`src/rtl/cfgs_pkg.sv`:
```
package cfgs_pkg;

  typedef enum logic [2:0] {
    ST_IDLE,
    ST_RX,
    ST_RXACK,
    ST_TX,
    ST_TXACK,
    ST_WAIT
  } cfgs_state_t;

  typedef enum logic [1:0] {
    PH_ADDR,
    PH_CMD,
    PH_CNT,
    PH_DATA
  } cfgs_phase_t;

  // Power-on value of register idx; cnt_idx is the readback-length register.
  function automatic logic [7:0] reg_default(input int idx, input int cnt_idx);
    if (idx == cnt_idx)                 return 8'h08;
    else if (idx == cnt_idx + 1)        return 8'h10;
    else if (idx >= 1 && idx <= 6)      return 8'hFF;
    else                                return 8'h00;
  endfunction

endpackage

```
`src/rtl/cfgs_busmon.sv`:
```
module cfgs_busmon #(
  parameter int STAGES = 2
) (
  input  logic clk,
  input  logic rst,
  input  logic scl_i,
  input  logic sda_i,
  output logic sda_s,
  output logic scl_rise,
  output logic scl_fall,
  output logic start_evt,
  output logic stop_evt
);
  // STAGES synchronizer flops plus one history flop for edge detection
  logic [STAGES:0] scl_p, sda_p;
  logic scl_now, scl_old, sda_old;

  always_ff @(posedge clk) begin
    if (rst) begin
      scl_p <= '1;
      sda_p <= '1;
    end else begin
      scl_p <= {scl_p[STAGES-1:0], scl_i};
      sda_p <= {sda_p[STAGES-1:0], sda_i};
    end
  end

  assign scl_now   = scl_p[STAGES-1];
  assign scl_old   = scl_p[STAGES];
  assign sda_s     = sda_p[STAGES-1];
  assign sda_old   = sda_p[STAGES];
  assign scl_rise  = scl_now & ~scl_old;
  assign scl_fall  = ~scl_now & scl_old;
  assign start_evt = scl_now & scl_old & sda_old & ~sda_s;
  assign stop_evt  = scl_now & scl_old & ~sda_old & sda_s;
endmodule

```
`src/rtl/cfgs_regbank.sv`:
```
module cfgs_regbank
  import cfgs_pkg::*;
#(
  parameter int NREGS    = 21,
  parameter int PW       = 9,
  parameter int CNT_IDX  = 8,
  parameter int PAIR0_LO = 11,
  parameter int PAIR1_LO = 13
) (
  input  logic               clk,
  input  logic               rst,
  input  logic               wr_en,
  input  logic [PW-1:0]      wr_idx,
  input  logic [7:0]         wr_data,
  input  logic               abort,
  output logic [NREGS*8-1:0] regs_o,
  output logic [NREGS-1:0]   stb_o
);
  localparam logic [PW-1:0] CNT_W = PW'(CNT_IDX);
  localparam logic [PW-1:0] P0L_W = PW'(PAIR0_LO);
  localparam logic [PW-1:0] P1L_W = PW'(PAIR1_LO);

  logic [7:0]    mem [NREGS];
  logic [7:0]    hold;
  logic [PW-1:0] hold_idx;
  logic          hold_vld;
  logic          is_lo, is_hi, pair_ok;

  assign is_lo   = (wr_idx == P0L_W) || (wr_idx == P1L_W);
  assign is_hi   = (wr_idx == P0L_W + PW'(1)) || (wr_idx == P1L_W + PW'(1));
  assign pair_ok = hold_vld && (hold_idx + PW'(1) == wr_idx);

  always_ff @(posedge clk) begin
    if (rst) begin
      for (int i = 0; i < NREGS; i++) mem[i] <= reg_default(i, CNT_IDX);
      stb_o    <= '0;
      hold     <= '0;
      hold_idx <= '0;
      hold_vld <= 1'b0;
    end else begin
      stb_o <= '0;
      if (abort) begin
        hold_vld <= 1'b0;
      end else if (wr_en) begin
        if (is_lo) begin
          hold     <= wr_data;
          hold_idx <= wr_idx;
          hold_vld <= 1'b1;
        end else if (is_hi) begin
          hold_vld <= 1'b0;
          if (pair_ok) begin
            for (int i = 0; i < NREGS; i++) begin
              if (PW'(i) == hold_idx) begin
                mem[i]   <= hold;
                stb_o[i] <= 1'b1;
              end else if (PW'(i) == wr_idx) begin
                mem[i]   <= wr_data;
                stb_o[i] <= 1'b1;
              end
            end
          end
        end else if (!(wr_idx == CNT_W && wr_data == 8'h00)) begin
          for (int i = 0; i < NREGS; i++) begin
            if (PW'(i) == wr_idx) begin
              mem[i]   <= wr_data;
              stb_o[i] <= 1'b1;
            end
          end
        end
      end
    end
  end

  for (genvar g = 0; g < NREGS; g++) begin : g_flat
    assign regs_o[g*8 +: 8] = mem[g];
  end
endmodule

```
`src/rtl/cfg_serial_slave.sv`:
```
module cfg_serial_slave
  import cfgs_pkg::*;
#(
  parameter int         NREGS       = 21,
  parameter logic [6:0] DEV_ADDR    = 7'h69,
  parameter int         SYNC_STAGES = 2,
  parameter int         CNT_IDX     = 8,
  parameter int         PAIR0_LO    = 11,
  parameter int         PAIR1_LO    = 13
) (
  input  logic               clk,
  input  logic               rst,
  input  logic               scl_i,
  input  logic               sda_i,
  output logic               sda_oe_o,
  output logic [NREGS*8-1:0] cfg_regs_o,
  output logic [NREGS-1:0]   cfg_load_o
);
  // pointer must reach past both the bank and any count register value
  localparam int PW = ($clog2(NREGS + 1) > 8) ? $clog2(NREGS + 1) + 1 : 9;
  localparam logic [PW-1:0] NREGS_W = PW'(NREGS);

  logic sda_s, scl_rise, scl_fall, start_evt, stop_evt;

  cfgs_busmon #(.STAGES(SYNC_STAGES)) busmon_i (
    .clk(clk), .rst(rst), .scl_i(scl_i), .sda_i(sda_i),
    .sda_s(sda_s), .scl_rise(scl_rise), .scl_fall(scl_fall),
    .start_evt(start_evt), .stop_evt(stop_evt)
  );

  cfgs_state_t   st;
  cfgs_phase_t   phase;
  logic [7:0]    sh, txsh, tx_next, cnt_val;
  logic [3:0]    bitc;
  logic          rd_mode, nack;
  logic [PW-1:0] ptr;
  logic          wr_en;
  logic [PW-1:0] wr_idx;
  logic [7:0]    wr_data;
  logic [7:0]    regs [NREGS];

  for (genvar g = 0; g < NREGS; g++) begin : g_unflat
    assign regs[g] = cfg_regs_o[g*8 +: 8];
  end

  assign cnt_val = regs[CNT_IDX];

  always_comb begin
    tx_next = 8'hFF;
    for (int i = 0; i < NREGS; i++)
      if (PW'(i) == ptr && ptr <= PW'(cnt_val)) tx_next = regs[i];
  end

  cfgs_regbank #(
    .NREGS(NREGS), .PW(PW), .CNT_IDX(CNT_IDX),
    .PAIR0_LO(PAIR0_LO), .PAIR1_LO(PAIR1_LO)
  ) bank_i (
    .clk(clk), .rst(rst), .wr_en(wr_en), .wr_idx(wr_idx), .wr_data(wr_data),
    .abort(start_evt | stop_evt), .regs_o(cfg_regs_o), .stb_o(cfg_load_o)
  );

  always_ff @(posedge clk) begin
    if (rst) begin
      st       <= ST_IDLE;
      phase    <= PH_ADDR;
      sh       <= '0;
      txsh     <= '0;
      bitc     <= '0;
      rd_mode  <= 1'b0;
      nack     <= 1'b0;
      ptr      <= '0;
      sda_oe_o <= 1'b0;
      wr_en    <= 1'b0;
      wr_idx   <= '0;
      wr_data  <= '0;
    end else begin
      wr_en <= 1'b0;
      if (start_evt) begin
        st       <= ST_RX;
        phase    <= PH_ADDR;
        bitc     <= '0;
        ptr      <= '0;
        sda_oe_o <= 1'b0;
      end else if (stop_evt) begin
        st       <= ST_IDLE;
        sda_oe_o <= 1'b0;
      end else begin
        unique case (st)
          ST_RX: begin
            if (scl_rise && bitc < 4'd8) begin
              sh   <= {sh[6:0], sda_s};
              bitc <= bitc + 4'd1;
            end else if (scl_fall && bitc == 4'd8) begin
              bitc <= '0;
              if (phase == PH_ADDR) begin
                if (sh[7:1] == DEV_ADDR) begin
                  rd_mode  <= sh[0];
                  sda_oe_o <= 1'b1;
                  st       <= ST_RXACK;
                  phase    <= PH_CMD;
                end else begin
                  st <= ST_WAIT;
                end
              end else begin
                sda_oe_o <= 1'b1;
                st       <= ST_RXACK;
                if (phase == PH_CMD) phase <= PH_CNT;
                else if (phase == PH_CNT) phase <= PH_DATA;
                else if (ptr < NREGS_W) begin
                  wr_en   <= 1'b1;
                  wr_idx  <= ptr;
                  wr_data <= sh;
                  ptr     <= ptr + PW'(1);
                end
              end
            end
          end
          ST_RXACK: begin
            if (scl_fall) begin
              bitc <= '0;
              if (rd_mode) begin
                txsh     <= cnt_val;
                sda_oe_o <= ~cnt_val[7];
                st       <= ST_TX;
              end else begin
                sda_oe_o <= 1'b0;
                st       <= ST_RX;
              end
            end
          end
          ST_TX: begin
            if (scl_fall) begin
              if (bitc == 4'd7) begin
                sda_oe_o <= 1'b0;
                bitc     <= '0;
                st       <= ST_TXACK;
              end else begin
                txsh     <= {txsh[6:0], 1'b0};
                sda_oe_o <= ~txsh[6];
                bitc     <= bitc + 4'd1;
              end
            end
          end
          ST_TXACK: begin
            if (scl_rise) nack <= sda_s;
            else if (scl_fall) begin
              if (nack) st <= ST_WAIT;
              else begin
                txsh     <= tx_next;
                sda_oe_o <= ~tx_next[7];
                st       <= ST_TX;
                if (ptr != '1) ptr <= ptr + PW'(1);
              end
            end
          end
          default: sda_oe_o <= 1'b0;
        endcase
      end
    end
  end
endmodule

```
`config.mk`:
```
export PLATFORM = sky130hd
export DESIGN_NAME = cfg_serial_slave
export DESIGN_NICKNAME = d
export VERILOG_FILES = /design/src/rtl/cfgs_pkg.sv /design/src/rtl/cfgs_busmon.sv /design/src/rtl/cfgs_regbank.sv /design/src/rtl/cfg_serial_slave.sv
export SDC_FILE = /design/constraint.sdc
export NUM_CORES = 1
export LEC_CHECK = 0
export BUFFER_PORTS_ARGS = -buffer_cell sky130_fd_sc_hd__buf_4
export CORE_ASPECT_RATIO = 1.1
export CORE_MARGIN = 3
export CORE_UTILIZATION = 40
export CTS_CLUSTER_DIAMETER = 150
export DETAILED_ROUTE_END_ITERATION = 16
export GPL_TIMING_DRIVEN = 0
export PLACE_DENSITY = 0.63
export SYNTH_ARGS = -nofsm -noshare
export SYNTH_HDL_FRONTEND = slang
export SYNTH_HIERARCHICAL = 1
export SYNTH_SLANG_ARGS = --single-unit
```
`constraint.sdc`:
```
create_clock -name clk -period 3.76 [get_ports clk]
set_clock_uncertainty 0.1 [all_clocks]
set_input_delay 0.752 -clock clk [delete_from_list [all_inputs] [get_ports clk]]
set_output_delay 0.752 -clock clk [all_outputs]
set_load 0.02 [all_outputs]
```
# After elaboration in Yosys (flattened, before gate mapping)
# Memory sizes are Yosys's and may differ from the RTL's.
# Cells that the tools add are included.
# op_classes
muxes	676
bitwise_logic	88
n_lt_le_gt_ge	3
n_reduce_logical	57
eq_ne	101
n_addsub	3
# ops
op	n
two-way mux 8 bit	88
two-way mux 1 bit	543
== test 4 x 9 -> 1 bit, first input constant	24
== test 5 x 9 -> 1 bit, first input constant	15
== test 3 x 9 -> 1 bit, first input constant	12
two-way mux 9 bit	10
bitwise OR 1 bit	64
two-way mux 21 bit	3
== test 2 x 9 -> 1 bit, first input constant	6
two-way mux 7 bit	7
== test 9 x 4 -> 1 bit, second input constant	5
two-way mux 3 bit	10
!= test 2 bit, second input constant	15
!= test 4 bit, second input constant	7
== test 1 x 9 -> 1 bit, first input constant	3
logical NOT 9 bit	3
logical AND 1 bit	25
AND reduction 8 bit	3
case mux 7 bit (3 select lines)	1
two-way mux 4 bit	5
adder 9 x 1 -> 9 bit, second input constant	2
case mux 9 bit (2 select lines)	1
NOT 1 bit	17
case mux 3 bit (4 select lines)	1
40 further kinds	58
# totals
memories	1
register_bits	99
out_inout_bits	190
input_bits	4
elab_cells	948
ramBits	168
# mem_list
name	depth	width	read_ports	rd_clocked_by_memory_dff	wr	line	rtl
bank_i.mem	21	8	21	0	21	cfgs_regbank.sv:23	logic [7:0] mem [NREGS];

# Logic depth before layout (Yosys ltp)
# An unclocked memory read counts as a cell.
# logic_depth
depth_word	29
depth_mapped	14
depth_no_buf	10

# Modules after synthesis
# The synthesis kept the hierarchy.
# by_module_without_submodules
mod	cells_each	area_each_um2	instances
cfgs_regbank	702	8883.5	1
cfg_serial_slave	700	4974.8	1
cfgs_busmon	16	190.2	1

# Least setup slack after synthesis
# OpenSTA, ideal clock, no wires.
# synth_timing
kind	register -> register
from	register ptr[0]
to	register ptr[7]
arrival_ps	2834
required_ps	3532
n_path_buf	5
stages_incl_launch_ff	15
path_slack_ps	699
period_less_slack_ps	3061
cell_sequence	dfxtp_1 -> ha_1 -> clkbuf_1 -> clkbuf_1 -> clkbuf_1 -> buf_1 -> nand2_1 -> nor2_1 -> ha_1 -> nor2_1 -> o2111a_1 -> buf_2 -> or4b_2 -> xor2_1 -> nor2_1
# synth_between
elab_chain_cells	8
elab_cells_between_ends	17
cone_classes	add/sub: 1; order compare: 1; eq/ne: 3; mux: 11; reduce/logical: 1
# synth_lines
item	line	rtl
start: declaration	cfg_serial_slave.sv:36	logic [PW-1:0] ptr;
start signal: assignment	cfg_serial_slave.sv:113	ptr <= ptr + PW'(1);
start signal: assignment	cfg_serial_slave.sv:152	if (ptr != '1) ptr <= ptr + PW'(1);
adder 9 x 1 -> 9 bit	cfg_serial_slave.sv:113, cfg_serial_slave.sv:152	
two-way mux 9 bit	cfg_serial_slave.sv:109	else if (ptr < NREGS_W) begin
two-way mux 9 bit	cfg_serial_slave.sv:108	else if (phase == PH_CNT) phase <= PH_DATA;
two-way mux 9 bit	cfg_serial_slave.sv:107	if (phase == PH_CMD) phase <= PH_CNT;
two-way mux 9 bit	cfg_serial_slave.sv:95	if (phase == PH_ADDR) begin
two-way mux 9 bit	cfg_serial_slave.sv:93	end else if (scl_fall && bitc == 4'd8) begin
two-way mux 9 bit	cfg_serial_slave.sv:90	if (scl_rise && bitc < 4'd8) begin
case mux 9 bit (2 select lines)	cfg_serial_slave.sv:88	unique case (st)
# Several ways; a longest one is shown, not always the timed one. The select of a mux whose other input is x is not followed.
# A chain may end at the register's enable or synchronous reset.

==> impl_metrics.py <==
metrics = {
    "synth": {
        "ys_seq_elements": 267,
        "avgSynthCellArea_um2": 9.91,
        "synthesis.nets": 1446,
        "synth_cell_types": 81,
        "synth_area_leaders": "edfxtp_1 (36%), dfxtp_1 (14%), mux2i_1 (4.1%), nor2_1 (3.7%), nand2_1 (2.7%)",
        "syn-cell-area_um2": 14000,
        "synth_async_sr_flop_share_pct": 0,
        "synthCells": 1418,
        "synth_ff_type": "edfxtp_1",
        "yosysTopAreaCell": "edfxtp_1",
        "netlist.area_leader.share_pct": 35.9,
        "synth_warnings": 6,
        "synth-seq-area-share_pct": 50.0,
        "synth_edf_count": 168,
    },
    "critical_path": {
        "path_cells": "inv_1 -> ha_1 -> nand4_1 -> o22ai_1 -> a2111oi_4 -> o21ai_1 -> clkbuf_1 -> o22ai_1 -> a21oi_1 -> o21ai_0 -> a21oi_1",
        "critPathLaunchType": "register",
        "cp_max_fo": 10,
        "max_stage_delay_ns": 0.58,
        "r2r_cells": 11,
        "path_buf_inv": 2,
        "cp_slowest_cell": "edfxtp_1",
        "criticalPathCategory": "register to register",
        "required_ns": 4.16,
        "crit_path_end_kind": "register",
        "worstPathArrival_ns": 4.05,
        "cp.depth": 11,
        "crit_family": "compound AO/OA/AOI/OAI gates",
    },
    "power": {
        "p_leak_nw": 6.50,
        "vdd_drop_max_v": 0.000363,
        "power.density_nw_per_um2": 454,
    },
    "place": {
        "place_area_um2": 16100,
        "port_buffers": 193,
        "gp_congestion": 1.01,
        "placed_cells": 2049,
        "hpwl_um": 45300,
    },
    "floorplan": {
        "fp.dieH_um": 203,
        "die_w_um": 185,
        "rows": 71,
        "start_util_pct": 40.9,
        "die-area_um2": 37400,
        "core_area_um2": 34400,
        "io_pins": 194,
    },
    "route": {
        "routed-via-count": 13200,
        "routed_wl_um": 60100,
        "drcViolationCount": 0,
        "ant_nets": 0,
        "first_pass_iters": 5,
        "wl_per_cell_um": 28.5,
        "drtIter0Drc": 1610,
        "viasPerCell": 6.25,
    },
    "global_routing": {
        "grt_max_degree": 16,
        "grt_overflow_total": 0,
        "grt_use_total_pct": 31.0,
        "grt_pass1_vias": 12500,
        "antenna_found_initial": 1,
        "grt_pass1_wl_um": 85500,
    },
    "cts": {
        "cts_root_buffer": "clkbuf_16",
        "holdBufCountCts": 0,
        "insertion_delay_ns": 0.60,
        "cts_tree": "built",
        "cts_buffers": 30,
        "cts.sinks": 267,
        "clockBufferDepth": 3,
        "clkSlewWorstSetupHoldPaths_ns": 0.06,
        "htreeDepth": 1,
    },
    "sta": {
        "post-route-period-util_pct": 96.9,
        "slew_headroom_pct": 30.6,
        "fin_tns_setup_ns": 0,
        "tightest_slew_ns": 1.04,
        "fmax_mhz": 275,
        "rsz0062_at_grt": "false",
        "min_period_ns": 3.64,
        "finalHoldViolations": 0,
        "setup_viol": 0,
        "final_max_slew_viol_count": 0,
    },
    "finish": {
        "fin_cells": 2104,
        "design_area_um2": 17100,
        "drive_gt1_share_pct": 18.9,
        "final_net_count": 1670,
        "antennaDiodeCount": 0,
        "area_growth_pct": 21.9,
    },
    "status": {
        "status": "complete, no violations",
    },
    "flow_run": {
        "max_cap_violations": 0,
    },
    "min_path": {
        "hold_path_class": "primary input to register",
        "hold_depth": 2,
    },
}
## cells in the mapped netlist (11+ instances only)
cell type  instances
nor3_1            28
nand4_1           12
a22oi_1           13
or2_1             32
edfxtp_1         168
a22o_1            18
and4_1            11
clkbuf_1         100
o21ai_0           39
nor2b_1           22
a221oi_1          12
or3_1             12
and2_1            30
and3_1            41
a21oi_1           60
nor2_1           139
nor4_1            17
ha_1              24
buf_2             16
a211oi_1          13
a31oi_1           15
nand2_1          101
nand3_1           31
mux2i_1           58
o221ai_1          11
dfxtp_1           99
o22a_1            25
nand2b_1          21
o22ai_1           18
a32o_1            19
inv_1             41
## final cells by class
class	count	area (µm²)
Buffer	119	485
Clock buffer	34	797
Clock inverter	22	208
Fill cell	3188	17200
Inverter	43	161
Multi-Input combinational cell	986	6440
Sequential cell	267	7030
Tap cell	438	548
Timing Repair Buffer	195	1460
## timing repair
| action | in CTS | in global routing |
|---|---|---|
| endpoints found under the setup margin | 37 | 97 |
| buffers inserted | 0 | 2 |
| resized for setup | 17 | 18 |
| pin swaps | 0 | 0 |
## state kept, by name, summed over array words and instances, names as in the netlist, 4 cells and up
signal,cells
bank_i/mem,168
bank_i/stb_o,21
bank_i/hold_idx,9
ptr,9
wr_idx,9
bank_i/hold,8
sh,8
wr_data,8
txsh,7
bitc,4
## report_power, final
group          total (W)  switching [W]  internal [W]
sequential       0.00331       0.000109       0.00320
combinational    0.00145       0.000965      0.000483
clock            0.00301        0.00128       0.00173
total            0.00777        0.00236       0.00542
## stage by stage
step | hold slack [ns] | util [%] | power [W] | worst slack, ns
2_1_floorplan | 0.283 | - | 0.00423 | 0.699
3_3_place_gp | 0.288 | 46.7 | 0.00475 | -0.617
3_5_place_dp | 0.291 | 46.7 | 0.00475 | -0.689
4_1_cts | 0.239 | 49.7 | 0.00773 | -0.0224
5_1_grt | 0.246 | 49.8 | 0.00800 | 0.0122
6_report | 0.260 | 49.8 | 0.00777 | 0.118
## per-layer routing
metal | vias up | global-route usage [%] | share of wire, %
met4 | 2 | 11.5 | 4.3
met1 | 6416 | 43.1 | 40
met2 | 818 | 48.6 | 45
met3 | 171 | 5.50 | 10
li1 | 5746 | - | -
met5 | - | 0 | 0.013
## kinds of logic after synthesis
logic type                 after synthesis  share of synthesized area [%]
xor gates and xnor gates                18                           1.12
muxes                                   58                           4.13
buffers and inverters                  165                           4.58
AOI/OAI and AO/OA                      336                           17.4
DFF                                    267                           50.0
adders and majority gates               24                           2.14
and+or+nand+nor                        550                           20.6
## path summary, 6_finish.rpt
kind | endpoint | slack [ns] | start
max | sda_oe_o$_SDFFE_PP0P_ | 0.12 | bank_i/mem[1][4]$_SDFFCE_PN0P_
min | busmon_i/scl_p[0]$_SDFF_PP1_ | 0.26 | scl_i
min reg2reg | busmon_i/scl_p[1]$_SDFF_PP1_ | 0.30 | busmon_i/scl_p[0]$_SDFF_PP1_
max reg2reg | sda_oe_o$_SDFFE_PP0P_ | 0.12 | bank_i/mem[1][4]$_SDFFCE_PN0P_
## layout by cell type (no fill, tap or decap), drive strengths merged, types with 41 or more instances in the layout
master and count:
a21oi 60, and3 41, buf 217, clkbuf 131, dfxtp 99, edfxtp 168, inv 44, mux2i 58
nand2 101, nor2 141, o21ai 47
(Power assumes the default switching activity.)
